==> src/rtl/pwmch_pkg.sv <==
`timescale 1ns/1ps
package pwmch_pkg;

    localparam int CNT_W   = 16;
    localparam int PRE_W   = 8;
    localparam int EXP_W   = 4;
    localparam int MAX_EXP = 8;
    localparam int ADDR_W  = 2;
    localparam int DATA_W  = 32;

    // bit positions decoded from the written words
    localparam int SRC_BIT  = 8;
    localparam int POL_BIT  = 16;
    localparam int GATE_BIT = 0;
    localparam int EN_BIT   = 1;

    typedef enum logic [ADDR_W-1:0] {
        SEL_CLOCK  = 2'd0,
        SEL_CTRL   = 2'd1,
        SEL_PERIOD = 2'd2,
        SEL_RUN    = 2'd3
    } reg_sel_e;

    typedef struct packed {
        logic             src_bus;
        logic [EXP_W-1:0] div_exp;
        logic [PRE_W-1:0] pre_k;
        logic             act_high;
        logic [CNT_W-1:0] per_m1;
        logic [CNT_W-1:0] act_cnt;
        logic             gate;
        logic             en;
    } chan_cfg_t;

    localparam chan_cfg_t CFG_RESET = '{
        src_bus:  1'b0,
        div_exp:  '0,
        pre_k:    '0,
        act_high: 1'b1,
        per_m1:   '0,
        act_cnt:  '0,
        gate:     1'b0,
        en:       1'b0
    };

    localparam logic [MAX_EXP:0] ONE_WIDE = 1;

    // terminal count of the power-of-two divider, exponent clamped
    function automatic logic [MAX_EXP-1:0] div_limit(input logic [EXP_W-1:0] e);
        int eff;
        logic [MAX_EXP:0] pow;
        eff = (int'(e) > MAX_EXP) ? MAX_EXP : int'(e);
        pow = ONE_WIDE << eff;
        return MAX_EXP'(pow - ONE_WIDE);
    endfunction

endpackage

==> src/rtl/pwmch_tick_chain.sv <==
`timescale 1ns/1ps
module pwmch_tick_chain #(
    parameter int DIV_W = 8,
    parameter int PRE_W = 8
) (
    input  logic             clk,
    input  logic             rst,
    input  logic             run,
    input  logic             restart,
    input  logic             src_tick,
    input  logic [DIV_W-1:0] div_lim,
    input  logic [PRE_W-1:0] pre_k,
    output logic             cnt_tick
);

    logic [DIV_W-1:0] div_cnt;
    logic [PRE_W-1:0] pre_cnt;
    logic             div_wrap;
    logic             pre_wrap;

    assign div_wrap = src_tick && (div_cnt >= div_lim);
    assign pre_wrap = (pre_cnt >= pre_k);

    always_ff @(posedge clk) begin
        if (rst || !run || restart) begin
            div_cnt <= '0;
            pre_cnt <= '0;
        end else if (src_tick) begin
            if (div_wrap) begin
                div_cnt <= '0;
                pre_cnt <= pre_wrap ? '0 : pre_cnt + PRE_W'(1);
            end else begin
                div_cnt <= div_cnt + DIV_W'(1);
            end
        end
    end

    assign cnt_tick = run && !restart && div_wrap && pre_wrap;

    // prescaler never passes the programmed K while running undisturbed
    a_r3_pre_bound: assert property (@(posedge clk) disable iff (rst)
        (run && !restart) |=> (pre_cnt <= $past(pre_k)));

endmodule

==> src/rtl/pwmch_period_gen.sv <==
`timescale 1ns/1ps
module pwmch_period_gen #(
    parameter int CNT_W = 16
) (
    input  logic             clk,
    input  logic             rst,
    input  logic             run,
    input  logic             tick,
    input  logic [CNT_W-1:0] per_m1,
    input  logic [CNT_W-1:0] act_cnt,
    input  logic             act_high,
    output logic             pwm_o
);

    logic [CNT_W-1:0] cnt;
    logic             in_active;

    always_ff @(posedge clk) begin
        if (rst || !run) begin
            cnt <= '0;
        end else if (tick) begin
            cnt <= (cnt >= per_m1) ? '0 : cnt + CNT_W'(1);
        end
    end

    assign in_active = run && (cnt < act_cnt);
    assign pwm_o     = in_active ? act_high : !act_high;

    // after a tick the position lies inside the period in force at that tick
    a_r4_count_bound: assert property (@(posedge clk) disable iff (rst)
        (run && tick) |=> (cnt <= $past(per_m1)));

    // counting always starts from the first position of a period
    a_r9_restart_zero: assert property (@(posedge clk) disable iff (rst)
        $rose(run) |-> (cnt == '0));

endmodule

==> src/rtl/pwm_chan_gen.sv <==
`timescale 1ns/1ps
module pwm_chan_gen
    import pwmch_pkg::*;
(
    input  logic              clk,
    input  logic              rst,
    input  logic              bus_tick,
    input  logic              osc_tick,
    input  logic              wr_en,
    input  logic [ADDR_W-1:0] wr_sel,
    input  logic [DATA_W-1:0] wr_data,
    output logic              pwm_out
);

    chan_cfg_t          cfg_q;
    reg_sel_e           sel;
    logic               run;
    logic               chain_restart;
    logic               src_tick;
    logic               cnt_tick;
    logic [MAX_EXP-1:0] div_lim;

    assign sel = reg_sel_e'(wr_sel);

    always_ff @(posedge clk) begin
        if (rst) begin
            cfg_q <= CFG_RESET;
        end else if (wr_en) begin
            unique case (sel)
                SEL_CLOCK: begin
                    cfg_q.src_bus <= wr_data[SRC_BIT];
                    cfg_q.div_exp <= wr_data[EXP_W-1:0];
                end
                SEL_CTRL: begin
                    cfg_q.act_high <= wr_data[POL_BIT];
                    cfg_q.pre_k    <= wr_data[PRE_W-1:0];
                end
                SEL_PERIOD: begin
                    cfg_q.per_m1  <= wr_data[DATA_W-1:CNT_W];
                    cfg_q.act_cnt <= wr_data[CNT_W-1:0];
                end
                SEL_RUN: begin
                    cfg_q.gate <= wr_data[GATE_BIT];
                    cfg_q.en   <= wr_data[EN_BIT];
                end
            endcase
        end
    end

    always_comb begin
        chain_restart = 1'b0;
        if (wr_en) begin
            if (sel == SEL_CLOCK && wr_data[EXP_W-1:0] != cfg_q.div_exp)
                chain_restart = 1'b1;
            if (sel == SEL_CTRL && wr_data[PRE_W-1:0] != cfg_q.pre_k)
                chain_restart = 1'b1;
        end
    end

    assign run      = cfg_q.gate && cfg_q.en;
    assign src_tick = cfg_q.src_bus ? bus_tick : osc_tick;
    assign div_lim  = div_limit(cfg_q.div_exp);

    pwmch_tick_chain #(
        .DIV_W (MAX_EXP),
        .PRE_W (PRE_W)
    ) chain_i (
        .clk      (clk),
        .rst      (rst),
        .run      (run),
        .restart  (chain_restart),
        .src_tick (src_tick),
        .div_lim  (div_lim),
        .pre_k    (cfg_q.pre_k),
        .cnt_tick (cnt_tick)
    );

    pwmch_period_gen #(
        .CNT_W (CNT_W)
    ) period_i (
        .clk      (clk),
        .rst      (rst),
        .run      (run),
        .tick     (cnt_tick),
        .per_m1   (cfg_q.per_m1),
        .act_cnt  (cfg_q.act_cnt),
        .act_high (cfg_q.act_high),
        .pwm_o    (pwm_out)
    );

    // a stopped channel rests at the inactive level
    a_r6_idle_level: assert property (@(posedge clk) disable iff (rst)
        !(cfg_q.gate && cfg_q.en) |-> (pwm_out != cfg_q.act_high));

    // active count covering the whole period pins the output active
    a_r5_full_active: assert property (@(posedge clk) disable iff (rst)
        (run && cfg_q.act_cnt > cfg_q.per_m1) |-> (pwm_out == cfg_q.act_high));

    // zero active count keeps the output inactive
    a_r5_zero_inactive: assert property (@(posedge clk) disable iff (rst)
        (cfg_q.act_cnt == '0) |-> (pwm_out != cfg_q.act_high));

endmodule

==> config.mk <==
export PLATFORM = sky130hd
export DESIGN_NAME = pwm_chan_gen
export DESIGN_NICKNAME = d
export VERILOG_FILES = /design/src/rtl/pwmch_pkg.sv /design/src/rtl/pwmch_tick_chain.sv /design/src/rtl/pwmch_period_gen.sv /design/src/rtl/pwm_chan_gen.sv
export SDC_FILE = /design/constraint.sdc
export NUM_CORES = 1
export LEC_CHECK = 0
export ABC_AREA = 1
export BUFFER_PORTS_ARGS = -buffer_cell sky130_fd_sc_hd__buf_2
export CAP_MARGIN = 40
export CORE_MARGIN = 5
export CORE_UTILIZATION = 56
export CTS_BUF_LIST = sky130_fd_sc_hd__clkbuf_8
export DETAILED_ROUTE_END_ITERATION = 7
export PLACE_DENSITY = 0.75
export SLEW_MARGIN = 20
export SYNTH_ARGS = -nofsm -noshare
export SYNTH_HDL_FRONTEND = slang
export SYNTH_SLANG_ARGS = --single-unit
==> constraint.sdc <==
create_clock -name clk -period 3.3 [get_ports clk]
set_input_delay 0 -clock clk [delete_from_list [all_inputs] [get_ports clk]]
set_output_delay 0 -clock clk [all_outputs]
set_load 0.01 [all_outputs]
==> results of run 1 <==
-- cells in the mapped netlist, types with 2 or more instances --
cell / number
nand2_4: 2
nor3_1: 9
buf_2: 2
o21a_1: 4
xnor2_1: 13
nand2_2: 2
nor3b_1: 4
nor4_1: 2
dfxtp_1: 80
a21oi_2: 4
ha_1: 51
nor2_1: 76
nor2_4: 2
nor2_2: 6
inv_1: 89
a21oi_1: 69
xor2_1: 8
inv_2: 4
or2_2: 2
nand2_1: 136
o21ai_0: 50
clkbuf_1: 13
nand4_1: 18
o21ai_1: 8
buf_6: 3
nand3_1: 24
-- power by group through the flow --
stage	clock, mW	combinational (mW)	sequential, mW
floorplan	0	0.216	1.03
global placement	0	0.285	1.03
detailed placement	0	0.295	1.03
CTS	0.655	0.325	1.01
global route	0.706	0.372	1.01
finish	0.637	0.328	1.01
-- layout make-up --
type / count / area, µm² / share of cell area, %
Clock buffer: 10 / 138 / 2.45
Clock inverter: 6 / 28.8 / 0.513
Inverter: 93 / 349 / 6.22
Multi-Input combinational cell: 498 / 2820 / 50.3
Sequential cell: 80 / 1600 / 28.6
Tap cell: 108 / 135 / 2.41
Timing Repair Buffer: 73 / 534 / 9.53
-- registers in the layout, summed over array words and instances, names as in the netlist --
register / cells
cfg_q: 48
period_i.cnt: 16
chain_i.div_cnt: 8
chain_i.pre_cnt: 8
-- how the worst max path moves through the flow --
stage	slack [ps]	start	cells past startpoint	to
2_1_floorplan	880	cfg_q[45]	19	period_i.cnt[13]
3_3_place_gp	710	cfg_q[46]	14	period_i.cnt[13]
3_5_place_dp	610	cfg_q[46]	16	period_i.cnt[6]
4_1_cts	590	cfg_q[45]	15	period_i.cnt[6]
5_1_grt	280	cfg_q[46]	15	period_i.cnt[7]
6_report	570	cfg_q[46]	15	period_i.cnt[10]
-- cell families after synthesis --
| group | count (synthesis) |
|---|---|
| AND/OR/NAND/NOR | 286 |
| AO/OA/AOI/OAI | 140 |
| buffers and inverters | 111 |
| flip-flops | 80 |
| adder cells (fa/ha/maj) | 51 |
| XOR/XNOR | 21 |
-- metal layers --
metal / wire length (µm) / track usage [%] / vias to the layer above
met1: 5200 / 28.4 / 2037
met5: 0 / 0 / -
li1: - / - / 2382
met3: 437 / 4.09 / 12
met4: 153 / 6.97 / 0
met2: 5340 / 38.8 / 83
-- tightest hold or removal path, delay by kind of cell --
family                 cells  cell delay [ps]
buffers and inverters      1              120
and+or+nand+nor            1              130
AOI/OAI and AO/OA          1               80
-- cells in the final DEF (no fill, tap or decap), types with 6 or more instances in the layout --
cell type	instances
a21oi_1	69
nor2_2	6
clkbuf_8	10
nand4_1	18
xnor2_1	13
nor3_1	9
xor2_1	8
buf_2	39
inv_1	91
o21ai_1	8
ha_1	51
nand2_1	136
dfxtp_1	80
nor2_1	76
dlygate4sd3_1	32
o21ai_0	50
nand3_1	24
-- repair_timing --
| item | 4_1_cts | 5_1_grt |
|---|---|---|
| hold buffers | 31 | 1 |
| endpoints found under the setup margin | 0 | 0 |
| endpoints found under the hold margin | 37 | 2 |
==> key figures, run 1 <==
Drt
  • Initial DRT Pass Iterations: 4
  • Drt drc: 0
  • DR vias/cell: 5.20
  • Antenna-violating nets left: 0
  • Routed WL: 11.1 mm
  • Via count: approximately 4500
  • Initial DRC count: 210
  • WL per Instance: approximately 13 µm

Power and ir drop
  • Switching Fraction: between 20% and 30%
  • Clk pwr share: 32.3%
  • Logic pwr share: 16.6%
  • Static leakage: ~2.5 nW
  • Peak VDD IR: 0.224 mV
  • Int Power: 1.41 mW
  • PnR Total Power: 1.97 mW
  • Seq pwr share: slightly above 50%
  • Switching pwr: 0.564 mW
  • Power per Cell Area: 352 nW/µm²

Worst hold path
  • Min-Delay Endpoint: cfg_q[1]
  • Hold WC Path Type: input pin to flop
  • Worst hold stages: 3
  • Min-delay src: wr_sel[0]

Synth
  • Synthesized area: approximately 4900 µm²
  • Main synth FF type: dfxtp_1
  • Yosys top cell by area: dfxtp_1
  • Top-area cell type share of the netlist area: 32.9%
  • Ys Warns: 0
  • Synth Net Count: about 800
  • Post-synth EDFFs: 0
  • Adder-cell share of the synthesized area: 13.1%
  • Synth Area in Compound Gates: 15.3%
  • Async set or reset register ratio after synthesis: 0%
  • Post-synthesis sequential area ratio: between 30% and 40%
  • Count of cell types in the netlist: 34
  • Cell count after synthesis: ~700
  • Seq cells post-synth: 80
  • Mux contribution to synthesized area: 0%
  • Largest family of logic cells by synthesized area: simple AND/OR/NAND/NOR gates
  • Synth Area in XOR/XNOR: around 3.8%
  • Simple-gate share of the synthesized area: 25.8%
  • Mean Syn Cell Area: 7.06 µm²
  • Largest cells by area after synthesis: dfxtp_1 33%, ha_1 13%, nand2_1 10%, a21oi_1 7.1%, inv_1 6.9%

Clocking
  • Longest Clk Path Bufs: 2
  • CTS Buf Count: 9
  • H-tree levels: 3
  • CTS tree: done
  • # clock sinks: 80
  • Root Driver: clkbuf_8
  • Clock transition at the registers of the reported paths: about 90 ps
  • Post-CTS Setup Bufs: 0
  • Post-CTS sizing: 0
  • Worst-skew pair later-pin latency: around 350 ps

STA
  • Tightest Pin Transition: 688 ps
  • Min Hold Slack: 26.6 ps
  • RSZ-0062 raised after global routing: no
  • Final Max Slew Viols: 0
  • Minimum period implied by the final worst setup slack: between 2000 and 3000 ps
  • FMAX: 366 MHz
  • Final hold viol count: 0
  • Crit share post-route: roughly 83%
  • Slew headroom: a little over half
  • Setup WS post-layout: 569 ps
  • Final setup vio count: 0
  • Worst Clk Skew: 11.6 ps
  • Fin Setup TNS: 0 ps

Floorplanning
  • Die Wd: between 100 and 150 µm
  • Initial Util: roughly 57%
  • Core area: approximately 8600 µm²
  • Io pins: 40
  • Cell Rows: 34
  • Die Area: approximately 11000 µm²
  • Die height: 103 µm

Job
  • Max Cap Viol: 0

Layout
  • Share of layout cells above drive strength 1: between 10% and 20%
  • Final instance area: about 5600 µm²
  • Synth-to-Final Area Change: 15.3%
  • Post-Route Utilization: between 60% and 70%
  • Ant diodes: 0
  • Fillers: approximately 800
  • Non-filler cells in the finished layout: between 800 and 900
  • Final net count: 845

Critical path
  • Req. time, crit path: around 3600 ps
  • Crit path largest cell delay: ~400 ps
  • Reg-to-Reg Start: cfg_q[46]
  • Reg2reg end: period_i.cnt[10]
  • CP startpoint kind: flop
  • Crit-path cells: inv_1 -> nand3_1 -> ha_1 -> nand2_1 -> xnor2_1 -> ha_1 -> nand2_1 -> o21a_1 -> nand2_1 -> nand2_2 -> nor2_4 -> nand3_4 -> nor2_1 -> nor2_1 -> nor2_1
  • Worst Path Max Fanout: 26
  • CP endpoint kind: flop
  • R2R depth: 15
  • WP data arrival: 3020 ps
  • Top delay family on crit path: simple AND/OR/NAND/NOR gates
  • Worst path slowest cell: dfxtp_1
  • WS Path Type: flop to flop
  • Flop-to-flop setup slack: approximately 570 ps
  • CP bufs+invs: 1

GRT
  • First-pass GRT wire length: ~19 mm
  • Overall routing resource usage: 22.4%
  • Initial antenna violation count: 0
  • Pin count of the biggest net entering global routing: 49
  • Number of global-route vias before repair: approximately 4300
  • Congestion Overflow GR: 0

Run status
  • Status: finished clean

Placement
  • Area post-placement: approximately 5000 µm²
  • PortBufs: 39
  • HPWL Detailed: approximately 8.1 mm
  • Placer Congestion: ~0.94
  • Pre-CTS setup slack: about 610 ps
  • Placed cells: a little over 800
(Power assumes the default switching activity.)
==> inputs of run 2 (changes only) <==
--- a/config.mk
+++ b/config.mk
@@ -12,7 +12,7 @@
 export CORE_UTILIZATION = 56
 export CTS_BUF_LIST = sky130_fd_sc_hd__clkbuf_8
 export DETAILED_ROUTE_END_ITERATION = 7
-export PLACE_DENSITY = 0.75
+export PLACE_DENSITY = 0.78
 export SLEW_MARGIN = 20
 export SYNTH_ARGS = -nofsm -noshare
 export SYNTH_HDL_FRONTEND = slang
==> constraint.sdc (replaced) <==
create_clock -name clk -period 2.35 [get_ports clk]
set_input_delay 0 -clock clk [delete_from_list [all_inputs] [get_ports clk]]
set_output_delay 0 -clock clk [all_outputs]
set_load 0.01 [all_outputs]
==> run 2 against run 1 <==
The run now ends with setup timing left. Design area up 4.5%. First-iteration DRC count decreased by 38%. Power is 41% higher. Routed wire length increased by 4.1%. Sequential power is 41% higher. Utilization is 2.9 points higher. Maximum frequency up 11%. Flip-flop and latch count unchanged. Via count up 3.8%. Die area unchanged. Clock-buffer cell count unchanged. Critical endpoint is now chain_i.pre_cnt[2].
==> key figures, run 2 (synthesis gave the netlist of run 1 again) <==
Drt
  • WL per Instance: 13.1 µm (+2.0%)
  • DR vias/cell: 5.29 (+1.7%)
  • Via count: 4687 (+3.8%)
  • Antenna-violating nets left: 0 (unchanged)
  • Initial DRC count: 130 (-38%)
  • Routed WL: 11.6 mm (+4.1%)
  • Drt drc: 0 (unchanged)
  • Initial DRT Pass Iterations: 4 (unchanged)

Critical path
  • Crit path largest cell delay: 340 ps (-60 ps)
  • CP dominant cell by count: nand2_1
  • Crit-path cells: nor2_4 -> nand3_1 -> ha_2 -> xor2_1 -> inv_1 -> ha_1 -> nand2_1 -> inv_2 -> nand2_1 -> nand2_1 -> nand2_1 -> nand2_2 -> nand2_4 -> nor2_4 -> buf_12 -> buf_4 -> or2_4 -> a21oi_2
  • CP endpoint kind: flop
  • WP data arrival: 2730 ps (-290 ps)
  • Worst Path Max Fanout: 6 (-77%)
  • WS Path Type: flop to flop
  • Crit path launch: cfg_q[45]
  • Worst path slowest cell: dfxtp_2
  • Crit path to: chain_i.pre_cnt[2]
  • R2R depth: 18 (+3)
  • Flop-to-flop setup slack: -100 ps (-670 ps)
  • Reg2reg end: chain_i.pre_cnt[2]
  • CP startpoint kind: flop
  • Reg-to-Reg Start: cfg_q[45]
  • Req. time, crit path: 2630 ps (-960 ps)

Power and ir drop
  • Peak VDD IR: 0.267 mV (+19%)
  • Clk pwr share: 30.5% (-1.8 points)
  • PnR Total Power: 2.79 mW (+41%)
  • Int Power: 2.01 mW (+42%)
  • Power per Cell Area: 476 nW/µm² (+35%)
  • Logic pwr share: 18.7% (+2.1 points)
  • Static leakage: 2.60 nW (+4.3%)
  • Seq pwr share: 50.8% (-0.3 points)
  • Switching Fraction: 28.1% (-0.49 points)
  • Switching pwr: 0.783 mW (+39%)

Layout
  • Top flop regs: cfg_q x48, period_i.cnt x16
  • Ant diodes: 0 (unchanged)
  • Post-Route Utilization: 68.2% (+2.9 points)
  • Final net count: 867 (+2.6%)
  • Largest Register: cfg_q
  • Share of layout cells above drive strength 1: 15.6% (+4.9 points)
  • Commonest non-fill, non-tap cell in the layout: nand2_1
  • Synth-to-Final Area Change: 20.4%
  • Fillers: 718 (-7.8%)
  • Max reg flops: 48 (unchanged)
  • Most frequent cells in the layout: 133 x nand2_1, 89 x inv_1, 76 x dfxtp_1

GRT
  • Overall routing resource usage: 23.1% (+0.66 points)
  • Number of global-route vias before repair: 4467 (+4.9%)
  • Congestion Overflow GR: 0 (unchanged)
  • Pin count of the biggest net entering global routing: 58 (+18%)
  • First-pass GRT wire length: 19.7 mm (+3.6%)
  • Initial antenna violation count: 0 (unchanged)

Clocking
  • Worst-skew pair later-pin latency: 340 ps (about the same)
  • Root Driver: clkbuf_8
  • H-tree levels: 3 (unchanged)
  • CTS Buf Count: 9 (unchanged)
  • CTS tree: done
  • Longest Clk Path Bufs: 2 (unchanged)
  • Clock transition at the registers of the reported paths: 80 ps (about the same)
  • # clock sinks: 80 (unchanged)

Run status
  • Status: complete, but fails checks
  • Failing checks: setup timing

Job
  • Max Cap Viol: 0 (unchanged)

STA
  • Tightest Pin Transition: 536 ps (-152 ps)
  • FMAX: 408 MHz (+11%)
  • Slew headroom: 64.2% (+10 points)
  • Worst Clk Skew: 6.65 ps (-4.90 ps)
  • Final hold viol count: 0 (unchanged)
  • Final setup vio count: 15 (+15)
  • RSZ-0062 raised after global routing: yes
  • Crit share post-route: 104% (+21 points)
  • Minimum period implied by the final worst setup slack: 2450 ps (-281 ps)
  • Final Max Slew Viols: 0 (unchanged)
  • Setup WS post-layout: -100 ps (-669 ps)

Floorplanning
  • Initial Util: 56.6% (unchanged)
  • Die Area: 10700 µm² (unchanged)
  • Io pins: 40 (unchanged)
  • Cell Rows: 34 (unchanged)
  • Die Wd: 103 µm (unchanged)
  • Core area: 8590 µm² (unchanged)
  • Die height: 103 µm (unchanged)

Placement
  • Pre-CTS setup slack: -101 ps (-711 ps)
  • PortBufs: 39 (unchanged)
  • Placer Congestion: 0.935 (-0.38%)
  • HPWL Detailed: 8.26 mm (+2.5%)

Worst hold path
  • Worst hold stages: 3 (unchanged)
  • Hold WC Path Type: input pin to flop
## run 2: worst max-delay path: cells and delay by family, from the launching register on
family	cells	cell delay (ps)
simple gates	10	970
fa+ha+maj	2	450
buf+inv	4	370
flops	1	340
xor+xnor	1	140
compound gates	1	120
## run 2: worst min path at each step
stage / startpoint / end
final: wr_sel[1] / cfg_q[0]
after global routing: wr_sel[1] / cfg_q[1]
after CTS: wr_sel[1] / cfg_q[0]
after detailed placement: wr_data[11] / cfg_q[13]
after global placement: wr_data[11] / cfg_q[13]
after floorplan: wr_data[16] / cfg_q[18]
## run 2: layout make-up
type | count | area [µm²] | share of cell area [%]
clock buffer | 10 | 138 | 2.35
clock inverter | 2 | 11.3 | 0.192
inverter | 93 | 349 | 5.96
multi-input combinational | 500 | 2920 | 49.9
sequential | 80 | 1610 | 27.5
tap | 108 | 135 | 2.31
timing repair buffer | 93 | 692 | 11.8
## run 2: what timing repair did
action	in CTS	in global routing
buffers inserted	1	1
hold endpoints to repair	36	0
resized for setup	14	8
gates cloned	2	0
pin swaps	10	2
hold buffers	30	0
endpoints found under the setup margin	22	25
## run 2: through the flow
step                      hold WS, ps  TNS (ps)  std cells  cell area (µm²)
after floorplan                   135         0        689             4880
after global placement            265     -2.64        840             5280
after detailed placement          276     -1450        840             5280
after CTS                        6.81      -239        885             5810
after global routing             29.7     -3950        886             5860
final                            18.7      -571        886             5860
## run 2: power groups by stage
stage | registers [mW] | logic, mW | clock network (mW)
after floorplan | 1.44 | 0.309 | 0
after global placement | 1.45 | 0.438 | 0
after global routing | 1.42 | 0.588 | 0.941
after CTS | 1.42 | 0.507 | 0.869
after detailed placement | 1.45 | 0.452 | 0
final | 1.42 | 0.522 | 0.852
## run 2: layer usage
metal  track usage (%)  routed length, µm  vias up
li1                  -                  -     2432
met1              27.9               4980     2093
met2              40.4               5750      136
met3              4.90                558       26
met4              8.57                301        0
met5                 0                  0        -
==> inputs of run 3 (changes only) <==
--- a/config.mk
+++ b/config.mk
@@ -12,7 +12,7 @@
 export CORE_UTILIZATION = 56
 export CTS_BUF_LIST = sky130_fd_sc_hd__clkbuf_8
 export DETAILED_ROUTE_END_ITERATION = 7
-export PLACE_DENSITY = 0.78
+export PLACE_DENSITY = 0.75
 export SLEW_MARGIN = 20
 export SYNTH_ARGS = -nofsm -noshare
 export SYNTH_HDL_FRONTEND = slang
==> constraint.sdc (replaced) <==
create_clock -name clk -period 2.51 [get_ports clk]
set_input_delay 0 -clock clk [delete_from_list [all_inputs] [get_ports clk]]
set_output_delay 0 -clock clk [all_outputs]
set_load 0.01 [all_outputs]
==> run 3 against run 2 <==
The run now ends clean. Power is 9.3% higher. Combinational power is 1% lower. Utilization is 2.0 points higher. Highest routed layer unchanged.
==> key figures, run 3 (synthesis gave the netlist of run 1 again) <==
Worst hold path
  • Hold WC Path Type: input pin to flop

Layout
  • Non-filler cells in the finished layout: 890 (+0.45%)
  • Synth-to-Final Area Change: 24.0%
  • Most frequent cells in the layout: 129 x nand2_1, 88 x inv_1, 76 x dfxtp_1
  • Share of layout cells above drive strength 1: 16.5% (+0.94 points)
  • Max reg flops: 48 (unchanged)
  • Commonest non-fill, non-tap cell in the layout: nand2_1
  • Ant diodes: 0 (unchanged)
  • Final net count: 867 (unchanged)
  • Largest Register: cfg_q
  • Top flop regs: cfg_q x48, period_i.cnt x16

GRT
  • Initial antenna violation count: 0 (unchanged)
  • Number of global-route vias before repair: 4435 (-0.72%)
  • Overall routing resource usage: 23.5% (+0.40 points)
  • First-pass GRT wire length: 19.9 mm (+1.2%)
  • Pin count of the biggest net entering global routing: 31 (-47%)
  • Congestion Overflow GR: 0 (unchanged)

Placement
  • Placed cells: 831 (-1.1%)
  • PortBufs: 39 (unchanged)
  • Placer Congestion: 0.949 (+1.5%)
  • HPWL Detailed: 8.14 mm (-1.4%)

Drt
  • Routed WL: 12.2 mm (+5.4%)
  • M1 WL: 5.43 mm (+9.1%)
  • Antenna-violating nets left: 0 (unchanged)
  • DR vias/cell: 5.33 (+0.70%)
  • Highest routed metal layer: met4
  • Drt drc: 0 (unchanged)
  • Via count: 4741 (+1.2%)
  • Initial DRT Pass Iterations: 4 (unchanged)
  • Met2 wire length: 5.99 mm (+4.1%)
  • Initial DRC count: 172 (+32%)
  • WL per Instance: 13.7 µm (+4.9%)
  • Metal3 WL: 497 µm (-11%)

Power and ir drop
  • Switching Fraction: 27.2% (-0.87 points)
  • Static leakage: 2.64 nW (+1.7%)
  • Logic pwr share: 16.9% (-1.8 points)
  • Seq pwr share: 43.5% (-7.3 points)
  • Power per Cell Area: 506 nW/µm² (+6.2%)
  • Int Power: 2.22 mW (+11%)
  • Clk pwr share: 39.6% (+9.1 points)
  • Peak VDD IR: 0.344 mV (+29%)
  • Switching pwr: 0.830 mW (+5.9%)

Clocking
  • # clock sinks: 80 (unchanged)
  • CTS tree: done
  • Worst-skew pair later-pin latency: 370 ps (+30 ps)
  • H-tree levels: 3 (unchanged)
  • CTS Buf Count: 9 (unchanged)
  • Root Driver: clkbuf_8
  • Longest Clk Path Bufs: 2 (unchanged)
  • Clock transition at the registers of the reported paths: 80 ps (about the same)

STA
  • Tightest Pin Transition: 755 ps (+219 ps)
  • FMAX: 399 MHz (-2.4%)
  • Fin Setup TNS: 0 ps (+571 ps)
  • RSZ-0062 raised after global routing: yes
  • Crit share post-route: 100% (-4.3 points)
  • Final Max Slew Viols: 0 (unchanged)
  • Slew headroom: 49.6% (-15 points)
  • Minimum period implied by the final worst setup slack: 2510 ps (+59.0 ps)
  • Final setup vio count: 0 (-15)
  • Final hold viol count: 0 (unchanged)
  • Worst Clk Skew: 6.30 ps (-0.353 ps)

Critical path
  • WS Path Type: flop to flop
  • WP data arrival: 2820 ps (+90 ps)
  • CP endpoint kind: flop
  • Req. time, crit path: 2820 ps (+190 ps)
  • Worst Path Max Fanout: 8 (+2)
  • Flop-to-flop setup slack: 0.8 ps (+100 ps)
  • CP startpoint kind: flop

Floorplanning
  • Cell Rows: 34 (unchanged)
  • Io pins: 40 (unchanged)
  • Core area: 8590 µm² (unchanged)
  • Die Wd: 103 µm (unchanged)
  • Initial Util: 56.6% (unchanged)
  • Die height: 103 µm (unchanged)
  • Die Area: 10700 µm² (unchanged)

Run status
  • Status: finished clean

Job
  • Max Cap Viol: 0 (unchanged)
## run 3: final cells by class
| cell class | instances | area (µm²) |
|---|---|---|
| sequential | 80 | 1610 |
| clock buffer | 10 | 138 |
| multi-input combinational | 501 | 2990 |
| inverter | 93 | 349 |
| timing repair buffer | 92 | 694 |
| clock inverter | 6 | 115 |
| tap | 108 | 135 |
| fill | 690 | 2560 |
## run 3: path summary, 6_finish.rpt
kind / to / start / cells after the start
max: period_i.cnt[11] / cfg_q[45] / 19
min: cfg_q[1] / wr_sel[0] / 3
max reg2reg: period_i.cnt[11] / cfg_q[45] / 19
min reg2reg: cfg_q[1] / cfg_q[1] / 2
## run 3: what timing repair did
action | 4_1_cts | 5_1_grt
endpoints found under the setup margin | 22 | 24
pin swaps | 3 | 13
hold endpoints to repair | 39 | 0
gates resized for setup | 9 | 30
gates cloned | 3 | 0
hold buffers | 34 | 0
buffers inserted | 1 | 5
## run 3: worst max-delay path, cell delays in order, from the launching register on
cell	delay (ps)
dfxtp_4	370
nor2_4	130
nand3_2	110
ha_4	180
xor2_1	150
inv_1	90
ha_4	270
nand2_2	50
inv_2	40
nand2_1	50
nand2_1	50
nand2_1	60
nand2_2	110
nand2_4	100
nor2_4	120
buf_12	140
nand3_4	130
nor2_1	140
nor2_1	50
nor2_1	90
## run 3: power by group through the flow
stage	Sequential [mW]	Clock [mW]	Combinational, mW
global placement	1.35	0	0.391
finish	1.33	1.21	0.515
CTS	1.33	1.22	0.470
floorplan	1.35	0	0.284
detailed placement	1.36	0	0.405
global route	1.33	1.28	0.574
## run 3: per-stage QoR
step | power (mW) | area, µm² | setup slack, ps | util, % | hold slack, ps
final | 3.05 | 6030 | 0.787 | 70.2 | 16.3
after global routing | 3.19 | 6030 | -119 | 70.2 | 43.2
after CTS | 3.02 | 5880 | 16.2 | 68.4 | 5.22
after floorplan | 1.64 | 4860 | 91.6 | - | 135
after detailed placement | 1.76 | 5200 | -130 | 60.5 | 282
after global placement | 1.74 | 5200 | 44.9 | 60.5 | 270
## run 3: per-layer routing
layer,vias to the layer above,track usage [%]
met2,115,39.7
li1,2428,-
met5,-,0
met1,2173,29.8
met4,0,10.2
met3,25,3.55
